File: config.mk
export PLATFORM = sky130hd
export DESIGN_NAME = lrAccessCheck
export DESIGN_NICKNAME = d
export VERILOG_FILES = /design/src/rtl/lrAccessPkg.sv /design/src/rtl/lrAccessCtrl.sv /design/src/rtl/lrAccessDp.sv /design/src/rtl/lrAccessCheck.sv
export SDC_FILE = /design/constraint.sdc
export NUM_CORES = 1
export LEC_CHECK = 0
export BUFFER_PORTS_ARGS = -buffer_cell sky130_fd_sc_hd__buf_2
export CAP_MARGIN = 10
export CORE_AREA = 2 2 39 41
export DETAILED_ROUTE_END_ITERATION = 10
export DIE_AREA = 0 0 41 43
export PLACE_DENSITY_LB_ADDON = 0.1
export SLEW_MARGIN = 20
export SYNTH_ARGS = -nofsm -noshare
export SYNTH_HDL_FRONTEND = slang
export SYNTH_HIERARCHICAL = 1
export SYNTH_SLANG_ARGS = --single-unit
File: constraint.sdc
create_clock -name vclk -period 3.9
set_clock_uncertainty 0.15 [all_clocks]
set_input_delay 0.585 -clock vclk [all_inputs]
set_output_delay 0.585 -clock vclk [all_outputs]
set_load 0.01 [all_outputs]
File: src/rtl/lrAccessPkg.sv
package lrAccessPkg;

  // Control-to-datapath strobes: one outcome plus a match indication
  typedef struct packed {
    logic hit;
    logic undef;
    logic trap2;
    logic trap3;
    logic mem;
    logic direct;
  } lrStrobe_t;

  typedef enum logic [1:0] {
    LVL_USER  = 2'd0,
    LVL_KERN  = 2'd1,
    LVL_HYP   = 2'd2,
    LVL_MON   = 2'd3
  } lrLevel_e;

  localparam logic [1:0] ENC_OP0 = 2'b11;
  localparam logic [2:0] ENC_OP1 = 3'b100;
  localparam logic [3:0] ENC_CRN = 4'b1100;
  localparam logic [2:0] ENC_CRM_HI = 3'b110;
  localparam logic [5:0] SYNDROME_SYSREG = 6'h18;

endpackage

File: src/rtl/lrAccessCtrl.sv
module lrAccessCtrl
  import lrAccessPkg::*;
#(
  parameter int NUM_LR = 4,
  parameter int IDX_W  = 4
) (
  input  logic [1:0]       op0,
  input  logic [2:0]       op1,
  input  logic [3:0]       crn,
  input  logic [3:0]       crm,
  input  logic [IDX_W-1:0] rawIdx,
  input  logic [1:0]       curEl,
  input  logic [2:0]       nvCtl,
  input  logic             sreEl2,
  input  logic             sreEl3,
  input  logic             hasIrqCtl,
  input  logic             hasEl2,
  input  logic             hasEl3,
  input  logic             has64,
  output lrStrobe_t        strobe
);

  localparam int IDX_SPAN = 1 << IDX_W;

  logic encHit;
  logic featOk;
  logic idxOk;
  lrLevel_e level;

  assign encHit = (op0 == ENC_OP0) && (op1 == ENC_OP1) &&
                  (crn == ENC_CRN) && (crm[3:1] == ENC_CRM_HI);
  assign featOk = hasIrqCtl && (hasEl2 || hasEl3) && has64;
  assign level  = lrLevel_e'(curEl);

  // Range compare is dropped when every encodable index is implemented
  generate
    if (NUM_LR >= IDX_SPAN) begin : g_fullRange
      assign idxOk = 1'b1;
    end else begin : g_partRange
      assign idxOk = ({1'b0, rawIdx} < (IDX_W+1)'(NUM_LR));
    end
  endgenerate

  always_comb begin
    strobe     = '0;
    strobe.hit = encHit;
    if (encHit) begin
      if (!featOk || !idxOk) begin
        strobe.undef = 1'b1;
      end else begin
        unique case (level)
          LVL_USER: strobe.undef = 1'b1;
          LVL_KERN: begin
            if (nvCtl[2] && nvCtl[0])  strobe.mem   = 1'b1;
            else if (nvCtl[0])         strobe.trap2 = 1'b1;
            else                       strobe.undef = 1'b1;
          end
          LVL_HYP: begin
            if (sreEl2) strobe.direct = 1'b1;
            else        strobe.trap2  = 1'b1;
          end
          LVL_MON: begin
            if (sreEl3) strobe.direct = 1'b1;
            else        strobe.trap3  = 1'b1;
          end
          default: strobe.undef = 1'b1;
        endcase
      end
    end
  end

endmodule

File: src/rtl/lrAccessDp.sv
module lrAccessDp
  import lrAccessPkg::*;
#(
  parameter int                IDX_W    = 4,
  parameter int                ADDR_W   = 12,
  parameter logic [ADDR_W-1:0] MEM_BASE = 12'h400,
  parameter int                STRIDE_LG = 3
) (
  input  logic [3:0]        crm,
  input  logic [2:0]        op2,
  input  lrStrobe_t         strobe,
  output logic [IDX_W-1:0]  rawIdx,
  output logic [IDX_W-1:0]  entryIdx,
  output logic [ADDR_W-1:0] memAddr,
  output logic [5:0]        trapClass
);

  logic [ADDR_W-1:0] offset;

  assign rawIdx    = IDX_W'({crm[0], op2});
  assign offset    = ADDR_W'(rawIdx) << STRIDE_LG;
  assign entryIdx  = (strobe.direct || strobe.mem) ? rawIdx : '0;
  assign memAddr   = strobe.mem ? (MEM_BASE + offset) : '0;
  assign trapClass = (strobe.trap2 || strobe.trap3) ? SYNDROME_SYSREG : '0;

endmodule

File: src/rtl/lrAccessCheck.sv
module lrAccessCheck
  import lrAccessPkg::*;
#(
  parameter int          NUM_LR   = 4,
  parameter int          ADDR_W   = 12,
  parameter logic [11:0] MEM_BASE = 12'h400
) (
  input  logic [1:0]        op0,
  input  logic [2:0]        op1,
  input  logic [3:0]        crn,
  input  logic [3:0]        crm,
  input  logic [2:0]        op2,
  input  logic [1:0]        curEl,
  input  logic [2:0]        nvCtl,
  input  logic              sreEl2,
  input  logic              sreEl3,
  input  logic              hasIrqCtl,
  input  logic              hasEl2,
  input  logic              hasEl3,
  input  logic              has64,
  input  logic              isWrite,
  output logic              noMatch,
  output logic              isUndef,
  output logic              trapToEl2,
  output logic              trapToEl3,
  output logic              toMem,
  output logic              direct,
  output logic [3:0]        entryIdx,
  output logic [ADDR_W-1:0] memAddr,
  output logic [5:0]        trapClass,
  output logic              isWriteOut
);

  localparam int IDX_W = 4;

  lrStrobe_t        strobe;
  logic [IDX_W-1:0] rawIdx;

  lrAccessCtrl #(.NUM_LR(NUM_LR), .IDX_W(IDX_W)) u_ctrl (
    .op0(op0), .op1(op1), .crn(crn), .crm(crm), .rawIdx(rawIdx),
    .curEl(curEl), .nvCtl(nvCtl), .sreEl2(sreEl2), .sreEl3(sreEl3),
    .hasIrqCtl(hasIrqCtl), .hasEl2(hasEl2), .hasEl3(hasEl3), .has64(has64),
    .strobe(strobe)
  );

  lrAccessDp #(.IDX_W(IDX_W), .ADDR_W(ADDR_W), .MEM_BASE(ADDR_W'(MEM_BASE)),
               .STRIDE_LG(3)) u_dp (
    .crm(crm), .op2(op2), .strobe(strobe), .rawIdx(rawIdx),
    .entryIdx(entryIdx), .memAddr(memAddr), .trapClass(trapClass)
  );

  assign noMatch    = !strobe.hit;
  assign isUndef    = strobe.undef;
  assign trapToEl2  = strobe.trap2;
  assign trapToEl3  = strobe.trap3;
  assign toMem      = strobe.mem;
  assign direct     = strobe.direct;
  assign isWriteOut = isWrite;

endmodule

---- After elaboration in Yosys (flattened, before gate mapping) ----
Cells that the tools add are included.
W data, S select, Z words.
operators by class
  reduce and logical (&&, ||, !) cells .... 14
  bitwise gates (word level) .............. 0
  divide/modulo/power cells ............... 0
  muxes and demuxes ....................... 19
  $add $sub $neg .......................... 1
  shift-type cells ........................ 0
  equal/unequal tests ..................... 7
  $mul .................................... 0
  order comparisons ....................... 1
operator list
  kind                     count
  $add A11 B7 Y12 const A  1
  $mux W12                 1
  $mux W1                  10
  $mux W5                  2
  $mux W4                  2
  $eq A2 B2 Y1 const B     3
  $eq A3 B3 Y1 const B     2
  $logic_and A1 B1 Y1      6
  $pmux W1 S2              3
  $eq A4 B4 Y1 const B     1
  $logic_or A1 B1 Y1       4
  $lt A4 B3 Y1 const B     1
  $logic_not A1 Y1         3
  $eq A2 B1 Y1 const B     1
  $logic_not A2 Y1         1
  $mux W2                  1
word-level totals
  output and inout bits ................... 29
  memory bits (read-only) ................. 0
  word-level logic and storage cells ...... 42
  register bits ........................... 0
  input port bits ......................... 28
  memories ................................ 0
  latch bits .............................. 0
  memory bits (writable) .................. 0

---- Logic depth before layout (Yosys ltp) ----
  depth in word-level cells ............... 9
  depth in mapped cells ................... 7
  gate-level depth less buffers ........... 6

---- Cells and area by module ----
Netlist, hierarchy kept.
modules (own cells, without submodules)
  module         area an instance (um^2)  sequential area each (um^2)  cells each  times used
  lrAccessCtrl   257.7                    0.0                          28          1
  lrAccessDp     192.7                    0.0                          27          1
  lrAccessCheck  11.3                     0.0                          2           1

---- Worst setup path after synthesis ----
Ideal clock, no wire load.
  path kind ............................... input to output
  start ................................... input op2[2]
  end ..................................... output memAddr[3]
  setup slack ............................. 1.029 ns
  stages .................................. 5
  required time ........................... 3.165 ns
  path buffers ............................ 1
  data arrival time ....................... 2.136 ns
  path through ............................ buf_4 -> nand4bb_4 -> or2_4 -> nor3_1 -> and2_1
on the way
  cells in the longest elaborated chain, start to end .. 6
RTL lines
  element             RTL line             source
  start, declared     lrAccessCheck.sv:12  input logic [2:0] op2,
  $lt A4 B3 Y1        lrAccessCtrl.sv:40   assign idxOk = ({1'b0, rawIdx} < (IDX_W+1)'(NUM_LR));
  $logic_not A1 Y1    lrAccessCtrl.sv:48   if (!featOk || !idxOk) begin
  $logic_or A1 B1 Y1  lrAccessCtrl.sv:48
  $mux W4             lrAccessCtrl.sv:48
  $mux W5             lrAccessCtrl.sv:47   if (encHit) begin
  via toMem           lrAccessCheck.sv:26  output logic toMem,
  $mux W12            lrAccessDp.sv:23     assign memAddr = strobe.mem ? (MEM_BASE + offset) : '0;
  end, declared       lrAccessCheck.sv:29  output logic [ADDR_W-1:0] memAddr,
The timed path passes the listed nets, and every way through them passes these cells.

---- Worst setup path in the final report ----
  start ................................... input op2[2]
  end ..................................... output memAddr[4]
on the way
  cells in the longest elaborated chain, start to end .. 6
RTL lines
  element             RTL line
  $lt A4 B3 Y1        lrAccessCtrl.sv:40
  $logic_not A1 Y1    lrAccessCtrl.sv:48
  $logic_or A1 B1 Y1  lrAccessCtrl.sv:48
  $mux W4             lrAccessCtrl.sv:48
  $mux W5             lrAccessCtrl.sv:47
  $mux W12            lrAccessDp.sv:23
Every way passes these cells.

==> results summary <==
The run finished with clean final reports. Setup repair after global routing left no endpoint under its margin. The reported max-cap violation count came out at 0. The number of buffers added on ports is 43.

The total of cells resized after clock tree synthesis came out at 0. Summing every instance area after synthesis gives 447 µm². The actual transition at the worst max-transition pin came out at 0.780 ns. The total iterations of the first detailed-routing run came out at 2. The met3 usage came out at 0.

The count of pins on the block boundary came out at 57. The total global-route track usage came out at 0.104. The count of pins over their slew limit was 0. The average instance area after synthesis is 8.12 µm².

The post-layout minimum cycle time came out at 2.94 ns. The setup total negative slack came out at 0 ns. The number of inserted filler cells in the final layout came out at 153.

In this run the power density over the cells is 51.7 nW/µm². The last element of the critical path is memAddr[4]. Compared with the post-synthesis result, the final layout area differs by 32.5%. The detail route stage leaves a number of antenna-violating nets equal to 0. STA classifies the critical path endpoint as a primary output.

The tightest slew margin relative to the limit is 0.476. The initial core utilization came out at 0.323. The global-route met2 utilization is 0.203. Setup violations remaining at the end of the flow were counted as 0.

The arrival time of data at the critical path endpoint came out at 2.20 ns. The die covers 1760 µm². Summed over all nets, the half-perimeter wirelength after detailed placement is 835 µm. The worst vdd rail ir drop is 23.8 µV. The total area inside the core boundary comes to 1380 µm². The number of antenna diodes in the final layout is 0.

The width of the die came out at 41 µm. The site row count is 14. Dividing the detail-routed via count by the number of cells gives 4.16.

The most critical setup path has its startpoint at op2[2]. The number of antenna violations at the first check in global routing is 0. The buffer count from post-CTS setup fixing came out at 0.

The final routed wire length divided by cell count came out at 8.29 µm. The post-layout utilization of the core is 0.428. In this run, the number of DRC markers left after iteration 0 of detailed routing was 4.

For this run, design rule violations remaining after detail routing come to 0. The count of hold buffers inserted by post-cts repair came out at 0. The maximum number of pins on one net before global-route repair is 11. After global routing the overflow that remains totals 0. The worst hold-check path type is in -> out. By startpoint and endpoint, the worst setup path is classified as in -> out. The final hold violation count came out at 0. The instance count of the mapped netlist came out at 55. STA classifies the critical path startpoint as an input port. Sequential cells placed in the final layout were counted as 0. The via count of the first global-routing pass came out at 359. The met1 track utilization from global routing came out at 0.114.

The final worst-path cycle share is 0.754. The total of clock buffers placed in the layout is 0. The fmax came out at 340 MHz. The y dimension of the die is 43 µm. Yosys printed 6 warnings. The required time of the critical path came out at 3.16 ns. The via count is 445. The final wirelength came out at 887 µm. The first-pass GRT wire length came out at 1360 µm. Routability-driven placement finished with a final weighted congestion of 0.603. The leakage power is 0.368 nW.

The maximum fanout count along the critical path is 10. In this run the most used layer during global routing was met2. Of the cells placed in the final design, the portion with a size suffix greater than 1 is 0.538. The net count reported at finish is 125. The area of all sequential standard cells came out at 0 µm².
[area by class of cell]
| type | count | area (µm²) | area share |
|---|---|---|---|
| multi-input cells | 42 | 334 | 0.564 |
| repair buffers | 43 | 215 | 0.364 |
| inverters | 6 | 22.5 | 0.0381 |
| well taps | 16 | 20.0 | 0.0338 |
[worst min path at each step]
stage / start / endpoint / slack, ns / cells past startpoint
floorplan: sreEl3 / trapToEl3 / 1.05 / 1
global placement: isWrite / isWriteOut / 1.02 / 0
detailed placement: isWrite / isWriteOut / 1.02 / 0
CTS: isWrite / isWriteOut / 1.02 / 0
global route: isWrite / isWriteOut / 1.02 / 0
finish: isWrite / isWriteOut / 1.02 / 0
[power by group]
| group | internal (W) | leakage, nW | switching (W) | total [W] |
|---|---|---|---|---|
| logic | 0.0000152 | 0.368 | 0.0000154 | 0.0000306 |
| registers | 0 | 0 | 0 | 0 |
| clock network | 0 | 0 | 0 | 0 |
[routing by layer]
| metal | up-vias | routed length, µm |
|---|---|---|
| li1 | 231 | - |
| met1 | 191 | 316 |
| met2 | 23 | 479 |
| met3 | 0 | 91 |
| met4 | 0 | 0 |
| met5 | - | 0 |
[worst max-delay path, cell delays in order]
cell	delay, ns
sky130_fd_sc_hd__buf_2	0.11
sky130_fd_sc_hd__nand4bb_4	0.23
sky130_fd_sc_hd__or2_4	0.29
sky130_fd_sc_hd__nor3_1	0.64
sky130_fd_sc_hd__and2_1	0.22
sky130_fd_sc_hd__buf_2	0.13
[cells in the final DEF, fill, tap and decap left out]
cell type / instances
sky130_fd_sc_hd__a2111oi_0: 1
sky130_fd_sc_hd__conb_1: 11
sky130_fd_sc_hd__and4b_1: 1
sky130_fd_sc_hd__and4bb_1: 2
sky130_fd_sc_hd__nor3_1: 2
sky130_fd_sc_hd__o21ai_0: 1
sky130_fd_sc_hd__buf_2: 43
sky130_fd_sc_hd__o22ai_1: 1
sky130_fd_sc_hd__nor4b_4: 1
sky130_fd_sc_hd__a22oi_1: 1
sky130_fd_sc_hd__and2_1: 4
sky130_fd_sc_hd__nand3_1: 1
sky130_fd_sc_hd__or2_4: 1
sky130_fd_sc_hd__nand4bb_4: 1
sky130_fd_sc_hd__inv_1: 6
sky130_fd_sc_hd__nor4b_2: 1
sky130_fd_sc_hd__o21a_1: 4
sky130_fd_sc_hd__nor2_1: 2
sky130_fd_sc_hd__ha_1: 4
sky130_fd_sc_hd__nand2_1: 1
sky130_fd_sc_hd__or2_2: 1
sky130_fd_sc_hd__nand3_4: 1
[metrics by stage]
| stage | hold WS [ns] | instances | setup WS (ns) | total power, W | cell area, µm² |
|---|---|---|---|---|---|
| 6_report | 1.02 | 107 | 0.961 | 0.0000306 | 592 |
| 5_1_grt | 1.02 | 107 | 0.716 | 0.0000343 | 592 |
| 4_1_cts | 1.02 | 107 | 0.893 | 0.0000308 | 592 |
| 3_5_place_dp | 1.02 | 107 | 0.895 | 0.0000308 | 592 |
| 3_3_place_gp | 1.02 | 107 | 0.942 | 0.0000303 | 592 |
| 2_1_floorplan | 1.05 | 65 | 1.03 | 0.0000248 | 484 |
(Power assumes the default switching activity.)
